### config.mk
export PLATFORM = sky130hd
export DESIGN_NAME = pss_powerup_seq
export DESIGN_NICKNAME = d
export VERILOG_FILES = /design/src/rtl/pss_seq_pkg.sv /design/src/rtl/pss_tick_counter.sv /design/src/rtl/pss_status_eval.sv /design/src/rtl/pss_powerup_seq.sv
export SDC_FILE = /design/constraint.sdc
export NUM_CORES = 1
export LEC_CHECK = 0
export CAP_MARGIN = 15
export CORE_MARGIN = 8
export CORE_UTILIZATION = 30
export DETAILED_ROUTE_END_ITERATION = 6
export PLACE_DENSITY_LB_ADDON = 0.2
export SYNTH_ARGS = -nofsm -noshare
export SYNTH_HDL_FRONTEND = slang
export SYNTH_SLANG_ARGS = --single-unit
export TNS_END_PERCENT = 1
### constraint.sdc
create_clock -name clk -period 2.5 [get_ports clk]
set_clock_uncertainty 0.15 [all_clocks]
set_input_delay 0.25 -clock clk [delete_from_list [all_inputs] [get_ports clk]]
set_output_delay 0.25 -clock clk [all_outputs]
set_load 0.1 [all_outputs]
### src/rtl/pss_seq_pkg.sv
package pss_seq_pkg;

    // Reset-control bit positions
    localparam int RC_STOP     = 0;
    localparam int RC_CORE_RST = 1;
    localparam int RC_BUS_RST  = 2;
    localparam int RC_W        = 3;

    // Power-control bit positions (decoded by the subsystem)
    localparam int PC_BANK0    = 0;
    localparam int PC_TAG      = 16;
    localparam int PC_TRACE    = 17;
    localparam int PC_STBY     = 18;
    localparam int PC_RET      = 19;
    localparam int PC_CLAMP    = 20;
    localparam int PC_HEAD     = 21;
    localparam int PC_LDO_BYP  = 22;
    localparam int PC_W        = 23;

    localparam int NUM_BANKS   = 3;
    localparam int BANK_IDX_W  = $clog2(NUM_BANKS);

    typedef enum logic [3:0] {
        S_IDLE,
        S_RST,
        S_HEAD,
        S_SETTLE,
        S_MEM,
        S_BANK,
        S_UNCLAMP,
        S_ARES_OFF,
        S_CLK_ON,
        S_RUN,
        S_POLL
    } seq_state_t;

    typedef enum logic [1:0] {
        ERR_NONE    = 2'd0,
        ERR_TIMEOUT = 2'd1,
        ERR_STATUS  = 2'd2
    } seq_err_t;

endpackage

### src/rtl/pss_tick_counter.sv
module pss_tick_counter #(
    parameter int LIMIT = 4
) (
    input  logic clk,
    input  logic rst_n,
    input  logic clear,
    input  logic inc,
    output logic expire
);
    localparam int CW = $clog2(LIMIT + 1);

    logic [CW-1:0] cnt;

    always_ff @(posedge clk or negedge rst_n) begin
        if (!rst_n) begin
            cnt <= '0;
        end else if (clear) begin
            cnt <= '0;
        end else if (inc) begin
            cnt <= cnt + 1'b1;
        end
    end

    assign expire = inc && !clear && (cnt == CW'(LIMIT - 1));
endmodule

### src/rtl/pss_status_eval.sv
module pss_status_eval #(
    parameter int STATUS_W = 32
) (
    input  logic [STATUS_W-1:0] status,
    output logic                seen,
    output logic                good
);
    assign seen = |status;
    assign good = (status == STATUS_W'(1));
endmodule

### src/rtl/pss_powerup_seq.sv
module pss_powerup_seq
    import pss_seq_pkg::*;
#(
    parameter int SETTLE_CYCLES = 200,
    parameter int TIMEOUT_MS    = 1000,
    parameter int STATUS_W      = 32
) (
    input  logic                clk,
    input  logic                rst_n,
    input  logic                start,
    input  logic                ms_tick,
    input  logic [STATUS_W-1:0] boot_status,
    output logic [RC_W-1:0]     rst_ctl,
    output logic [PC_W-1:0]     pwr_ctl,
    output logic                clk_en,
    output logic                done,
    output logic [1:0]          err_code
);
    localparam logic [BANK_IDX_W-1:0] TOP_BANK = BANK_IDX_W'(NUM_BANKS - 1);

    seq_state_t            state, state_nx;
    logic [BANK_IDX_W-1:0] bank_idx;
    logic                  settle_exp, tmo_exp;
    logic                  st_seen, st_good;

    pss_tick_counter #(.LIMIT(SETTLE_CYCLES)) u_settle (
        .clk    (clk),
        .rst_n  (rst_n),
        .clear  (state != S_SETTLE),
        .inc    (1'b1),
        .expire (settle_exp)
    );

    pss_tick_counter #(.LIMIT(TIMEOUT_MS)) u_timeout (
        .clk    (clk),
        .rst_n  (rst_n),
        .clear  (state != S_POLL),
        .inc    (ms_tick),
        .expire (tmo_exp)
    );

    pss_status_eval #(.STATUS_W(STATUS_W)) u_eval (
        .status (boot_status),
        .seen   (st_seen),
        .good   (st_good)
    );

    // State register
    always_ff @(posedge clk or negedge rst_n) begin
        if (!rst_n) state <= S_IDLE;
        else        state <= state_nx;
    end

    // Transitions
    always_comb begin
        state_nx = state;
        unique case (state)
            S_IDLE:     if (start) state_nx = S_RST;
            S_RST:      state_nx = S_HEAD;
            S_HEAD:     state_nx = S_SETTLE;
            S_SETTLE:   if (settle_exp) state_nx = S_MEM;
            S_MEM:      state_nx = S_BANK;
            S_BANK:     if (bank_idx == '0) state_nx = S_UNCLAMP;
            S_UNCLAMP:  state_nx = S_ARES_OFF;
            S_ARES_OFF: state_nx = S_CLK_ON;
            S_CLK_ON:   state_nx = S_RUN;
            S_RUN:      state_nx = S_POLL;
            S_POLL:     if (st_seen || tmo_exp) state_nx = S_IDLE;
            default:    state_nx = S_IDLE;
        endcase
    end

    // Registered outputs
    always_ff @(posedge clk or negedge rst_n) begin
        if (!rst_n) begin
            rst_ctl  <= '0;
            pwr_ctl  <= PC_W'(1) << PC_CLAMP;
            clk_en   <= 1'b0;
            done     <= 1'b0;
            err_code <= ERR_NONE;
            bank_idx <= TOP_BANK;
        end else begin
            done <= 1'b0;
            unique case (state)
                S_IDLE: begin
                    if (start) err_code <= ERR_NONE;
                end
                S_RST: begin
                    rst_ctl[RC_STOP]     <= 1'b1;
                    rst_ctl[RC_CORE_RST] <= 1'b1;
                    rst_ctl[RC_BUS_RST]  <= 1'b1;
                end
                S_HEAD: begin
                    pwr_ctl[PC_HEAD]    <= 1'b1;
                    pwr_ctl[PC_LDO_BYP] <= 1'b1;
                end
                S_SETTLE: begin
                end
                S_MEM: begin
                    pwr_ctl[PC_RET]   <= 1'b1;
                    pwr_ctl[PC_TAG]   <= 1'b1;
                    pwr_ctl[PC_TRACE] <= 1'b1;
                    pwr_ctl[PC_STBY]  <= 1'b1;
                    bank_idx          <= TOP_BANK;
                end
                S_BANK: begin
                    pwr_ctl[PC_BANK0 + int'(bank_idx)] <= 1'b1;
                    if (bank_idx != '0) bank_idx <= bank_idx - 1'b1;
                end
                S_UNCLAMP:  pwr_ctl[PC_CLAMP]    <= 1'b0;
                S_ARES_OFF: rst_ctl[RC_CORE_RST] <= 1'b0;
                S_CLK_ON:   clk_en               <= 1'b1;
                S_RUN:      rst_ctl[RC_STOP]     <= 1'b0;
                S_POLL: begin
                    if (st_seen) begin
                        done     <= 1'b1;
                        err_code <= st_good ? ERR_NONE : ERR_STATUS;
                    end else if (tmo_exp) begin
                        done     <= 1'b1;
                        err_code <= ERR_TIMEOUT;
                    end
                end
                default: begin
                end
            endcase
        end
    end
endmodule

==> results.yml, run 1 <==
outcome:
  status: "finished clean"
sta:
  slew_headroom: 0.427
  setup_viol: 0
  tns_ns: 0
  clock.fmax_mhz: 463
  hold_viol: 0
  setup_ws_ns: 0.341
  min_period_ns: 2.16
  rsz0062_at_grt: "false"
  slew_viol_final: 0
  worst_pin_slew_ns: 0.859
  layout_worst_path_cycle_share: 0.864
critical_path:
  endpoint_kind: "register"
  worstPathCellList: "ha_1 > nand3_2 > or4_4 > nor2b_4 > a21boi_2 > mux2_1"
  cp-start-kind: "register"
  cp.arrival_ns: 2.18
  crit-reg2reg-launch: "u_timeout.cnt[0]$_DFFE_PN0P_"
  crit_buf_inv: 0
  critPathMaxStageDelay_ns: 0.54
  worst-setup-path-type: "reg -> reg"
  critPathMaxFanout: 3
  required_ns: 2.53
  slowest_stage: "or4_4"
  cp_top_family: "simple AND/OR/NAND/NOR gates"
  crit_start: "u_timeout.cnt[0]$_DFFE_PN0P_"
route:
  drt_wl_total_um: 4680
  ant_nets: 0
  vias_per_cell: 4.68
  drc_errors: 0
  wl_per_cell_um: 13.6
  drtIter0Drc: 34
  vias: 1614
  drt_first_pass_iters: 4
floorplan:
  die_x_um: 97.9
  die_h_um: 97.9
  core-area_um2: 6640
  start_util: 0.303
  num_rows: 30
  die-area_um2: 9590
  ios: 66
logic_synthesis:
  ys_top_cells_by_area: "dfrtp_1, buf_4, nor2_1, ha_1, xor2_1"
  yosysTopAreaCell: "dfrtp_1"
  netlist.area_leader.share: 0.447
  avgSynthCellArea_um2: 9.68
  synth_cell_types: 46
  yosysWarnings: 0
  syn_inst: 208
  seq_area_frac_synth: 0.474
  netlist_area_um2: 2010
  ys_ff_latch: 38
global_route:
  grt_pass1_wl_um: 8010
  grt_usage: 0.103
  grt_pass1_vias: 1651
  gr-total-overflow: 0
  antenna_found_initial: 0
  grt_max_degree: 39
placement:
  dp_hpwl_um: 3530
  post-place-ws_ns: 0.199
  io_buffers: 53
  gp_congestion: 0.754
  post_dp_cell_area_um2: 2540
finish:
  utilization: 0.400
  n_fill_cell: 679
  seq_area_um2: 953
  diodes: 0
  syn2layout_area_growth_pct: 31.9
  stdcell_area_um2: 2660
  drive_above_1_share: 0.158
  nets: 306
  multiInputGateArea_um2: 927
  mostFrequentLayoutCell: "dfrtp_1"
  layout_common_cells: "dfrtp_1, clkdlybuf4s50_1, nor2_1"
clock_network:
  clk-insertion-delay-late_ns: 0.29
  cts_buffer_depth: 2
  ctsResizeCount: 0
  cts_root_buf: "clkbuf_8"
  clk_pin_slew_ns: 0.08
  cts_buffers: 5
  cts_setup_buffers: 0
  cts_tree: "done"
  numClockSinks: 38
  htreeDepth: 2
power:
  p_leak_nw: 1.15
  ir_drop_mv: 0.337
  powerDensity_nw_per_um2: 1140
  total_power_w: 0.00304
job:
  maxCapViolations: 0
worst_hold_path:
  hold_class: "reg -> reg"
  hp-start: "u_settle.cnt[0]$_DFF_PN0_"
## synth_stat cells, drive strengths merged
library cell / count
nor2b: 2
dfrtp: 36
and4: 1
a21oi: 9
nand4bb: 1
or4: 1
a21boi: 1
nand4b: 1
o21ai: 7
o22ai: 2
nand3b: 2
xor2: 8
inv: 6
and3: 2
dfstp: 2
a22oi: 1
o21a: 1
o31ai: 1
conb: 1
nor2: 27
o211ai: 1
clkbuf: 5
buf: 18
a211o: 1
o22a: 1
nand2: 13
nand2b: 2
mux2: 1
nor3b: 2
nand4: 5
or3: 2
a21o: 5
ha: 6
or2: 1
mux2i: 2
xnor2: 5
nor3: 5
nand3: 10
o21bai: 3
nor4: 8
## sequential cells by signal, indices dropped and copies added, names as in the netlist
name / count
u_settle.cnt: 8
u_timeout.cnt: 10
state: 4
clk_en: 1
err_code: 2
rst_ctl: 3
bank_idx: 2
done: 1
pwr_ctl: 7
## per-layer routing
metal | part of all wire | vias up | GRT usage
met5 | 0 | - | 0
met4 | 0.012 | 0 | 0.0324
met3 | 0.059 | 7 | 0.0420
met2 | 0.47 | 32 | 0.166
met1 | 0.46 | 771 | 0.120
li1 | - | 804 | -
## per-stage QoR
stage                     std cells  hold slack [ns]
after floorplan                 219           -0.196
after global placement          336            0.274
after detailed placement        336            0.270
after CTS                       345            0.315
after global routing            345            0.327
final                           345            0.308
## where the power goes
| part | internal [W] | switching, W | leakage (nW) | total [W] |
|---|---|---|---|---|
| Combinational | 0.000436 | 0.00119 | 0.606 | 0.00163 |
| Clock | 0.000294 | 0.000228 | 0.0579 | 0.000522 |
| Sequential | 0.000753 | 0.000134 | 0.482 | 0.000887 |
## logic make-up (layout without fill, tap and decap cells)
| family | count (synthesis) | count (layout) | synth area share |
|---|---|---|---|
| mux | 3 | 3 | 0.0155 |
| simple gates | 85 | 85 | 0.224 |
| other cells | 1 | 12 | 0.00186 |
| flops | 38 | 38 | 0.474 |
| compound gates | 33 | 33 | 0.105 |
| buf+inv | 29 | 75 | 0.0864 |
| xor+xnor | 13 | 13 | 0.0566 |
| fa+ha+maj | 6 | 6 | 0.0373 |
## timing repair
item,in CTS,in global routing
setup endpoints to repair,0,0
hold buffers,1,0
hold endpoints to repair,36,0
## final cells by class
cell class,count,area share
Timing Repair Buffer,61,0.205
Multi-Input combinational cell,152,0.349
Sequential cell,38,0.359
Clock inverter,3,0.0151
Tap cell,80,0.0377
Clock buffer,5,0.0259
Inverter,6,0.00848
## final timing paths
| kind | end | slack (ns) | depth (start not counted) |
|---|---|---|---|
| setup / recovery | state[0]$_DFFE_PN0P_ | 0.34 | 6 |
| setup reg to reg | state[0]$_DFFE_PN0P_ | 0.34 | 6 |
| hold reg to reg | u_settle.cnt[0]$_DFF_PN0_ | 0.31 | 1 |
| max in group asynchronous | u_timeout.cnt[9]$_DFFE_PN0P_ | 1.21 | 2 |
| min in group asynchronous | u_settle.cnt[7]$_DFF_PN0_ | 0.45 | 2 |
| hold / removal | u_settle.cnt[0]$_DFF_PN0_ | 0.31 | 1 |
(Power assumes the default switching activity.)
==> run 2, diff against run 1 <==
--- a/config.mk
+++ b/config.mk
@@ -6,7 +6,7 @@
 export NUM_CORES = 1
 export LEC_CHECK = 0
 export CAP_MARGIN = 15
-export CORE_MARGIN = 8
+export CORE_MARGIN = 10
 export CORE_UTILIZATION = 30
 export DETAILED_ROUTE_END_ITERATION = 6
 export PLACE_DENSITY_LB_ADDON = 0.2
==> constraint.sdc (replaced) <==
create_clock -name clk -period 2.7 [get_ports clk]
set_clock_uncertainty 0.15 [all_clocks]
set_input_delay 0.27 -clock clk [delete_from_list [all_inputs] [get_ports clk]]
set_output_delay 0.27 -clock clk [all_outputs]
set_load 0.1 [all_outputs]
==> results.yml, run 2 (synthesis results as in run 1) <==
placement:
  dp_cells: 332
  post_dp_cell_area_um2: 2520
  io_buffers: 53
  gp_congestion: 0.780
  dp_hpwl_um: 3630
finish:
  stdcell_area_um2: 2650
  utilization: 0.412
  syn2layout_area_growth_pct: 31.4
  nets: 305
  layout.cells.non_filler: 341
  diodes: 0
  mostFrequentLayoutCell: "dfrtp_1"
  layout_common_cells: "dfrtp_1, clkdlybuf4s50_1, nor2_1"
  regMostFlops: "u_timeout.cnt"
  drive_above_1_share: 0.155
  reg_top3: "u_timeout.cnt x10, u_settle.cnt x8, pwr_ctl x7"
  largest_register_ff_count: 10
route:
  drc_errors: 0
  ant_nets: 0
  vias: 1600
  drt_wl_total_um: 4750
  drtIter0Drc: 45
  vias_per_cell: 4.69
  drt_first_pass_iters: 4
  wl_per_cell_um: 13.9
clock_network:
  cts_tree: "done"
  clk-insertion-delay-late_ns: 0.29
  cts_hold_buf: 1
  cts_buffer_depth: 2
  clk_pin_slew_ns: 0.07
  cts_buffers: 5
  ctsResizeCount: 0
  cts_root_buf: "clkbuf_8"
  htreeDepth: 2
  numClockSinks: 38
  cts_setup_buffers: 0
floorplan:
  core-area_um2: 6420
  num_rows: 29
  start_util: 0.313
  die_x_um: 102
  die_h_um: 102
  die-area_um2: 10400
  ios: 66
outcome:
  status: "finished clean"
critical_path:
  cp.arrival_ns: 2.15
  worstPathCellList: "ha_1 > nand3_2 > or4_4 > nor2b_4 > a21boi_2 > mux2_1"
  slowest_stage: "or4_4"
  rrSetupSlack_ns: 0.57
  critPathMaxFanout: 3
  crit-reg2reg-launch: "u_timeout.cnt[0]$_DFFE_PN0P_"
  required_ns: 2.72
  r2r-end: "state[0]$_DFFE_PN0P_"
  endpoint: "state[0]$_DFFE_PN0P_"
  cp-start-kind: "register"
  endpoint_kind: "register"
  reg2reg_depth: 6
  crit_start: "u_timeout.cnt[0]$_DFFE_PN0P_"
  worst-setup-path-type: "reg -> reg"
  critPathMaxStageDelay_ns: 0.53
sta:
  hold_viol: 0
  tns_ns: 0
  setup_viol: 0
  clock.fmax_mhz: 470
  layout_worst_path_cycle_share: 0.788
  slew_viol_final: 0
  slew_headroom: 0.426
  rsz0062_at_grt: "false"
  worst_pin_slew_ns: 0.861
  min_period_ns: 2.13
power:
  ir_drop_mv: 0.408
  total_power_w: 0.00277
  powerDensity_nw_per_um2: 1050
  p_leak_nw: 1.14
global_route:
  grt_usage: 0.0919
  antenna_found_initial: 0
  gr-total-overflow: 0
  grt_pass1_wl_um: 7720
  grt_max_degree: 39
  grt_pass1_vias: 1655
worst_hold_path:
  hold_class: "reg -> reg"
job:
  maxCapViolations: 0
==> run 2: changes by cell type in the layout (fill, tap and decap cells not counted) <==
cell	change
bufinv_16	-1
clkinv_2	-2
clkbuf_8	+3
buf_4	-1
==> run 2: layout make-up <==
type	count	area [µm²]
fillers	645	3780
flip-flops and latches	38	953
multi-input cells	152	927
repair buffers	60	536
clock buffers	8	110
well taps	77	96.3
inverters	6	22.5
==> run 2: where the power goes <==
group,internal [W],switching (W)
logic,0.000397,0.00111
registers,0.000698,0.000112
clock network,0.000258,0.000198
total,0.00135,0.00142
==> run 2: worst min path at each step <==
stage                                     end  cells after the start  slack [ns]                       from
floorplan             bank_idx[0]$_DFFE_PN0P_                      0       -0.18                      rst_n
global placement       pwr_ctl[0]$_DFFE_PN0P_                      1        0.29     pwr_ctl[0]$_DFFE_PN0P_
detailed placement     pwr_ctl[1]$_DFFE_PN0P_                      1        0.29     pwr_ctl[1]$_DFFE_PN0P_
CTS                 u_settle.cnt[0]$_DFF_PN0_                      1        0.31  u_settle.cnt[0]$_DFF_PN0_
global route          pwr_ctl[20]$_DFFE_PN1P_                      1        0.33    pwr_ctl[20]$_DFFE_PN1P_
finish              u_settle.cnt[0]$_DFF_PN0_                      1        0.31  u_settle.cnt[0]$_DFF_PN0_
==> run 2: layer usage <==
layer | vias to the layer above | track usage | part of all wire
li1 | 808 | - | -
met2 | 49 | 0.152 | 0.46
met4 | 0 | 0.0293 | 0.0061
met1 | 740 | 0.105 | 0.44
met5 | - | 0 | 0
met3 | 3 | 0.0412 | 0.092
==> run 2: stage by stage <==
step                      setup WS [ns]  hold WS (ns)
after floorplan                   0.676        -0.176
after global placement            0.413         0.291
after detailed placement          0.387         0.295
after CTS                         0.546         0.310
after global routing              0.387         0.335
final                             0.572         0.306
==> run 2: worst max-delay path: cells and delay by family, from the launching register on <==
kind | cells | cell delay (ns)
AO/OA/AOI/OAI | 1 | 0.14
flip-flops | 1 | 0.39
adder cells (fa/ha/maj) | 1 | 0.21
AND/OR/NAND/NOR | 3 | 0.78
multiplexers | 1 | 0.33
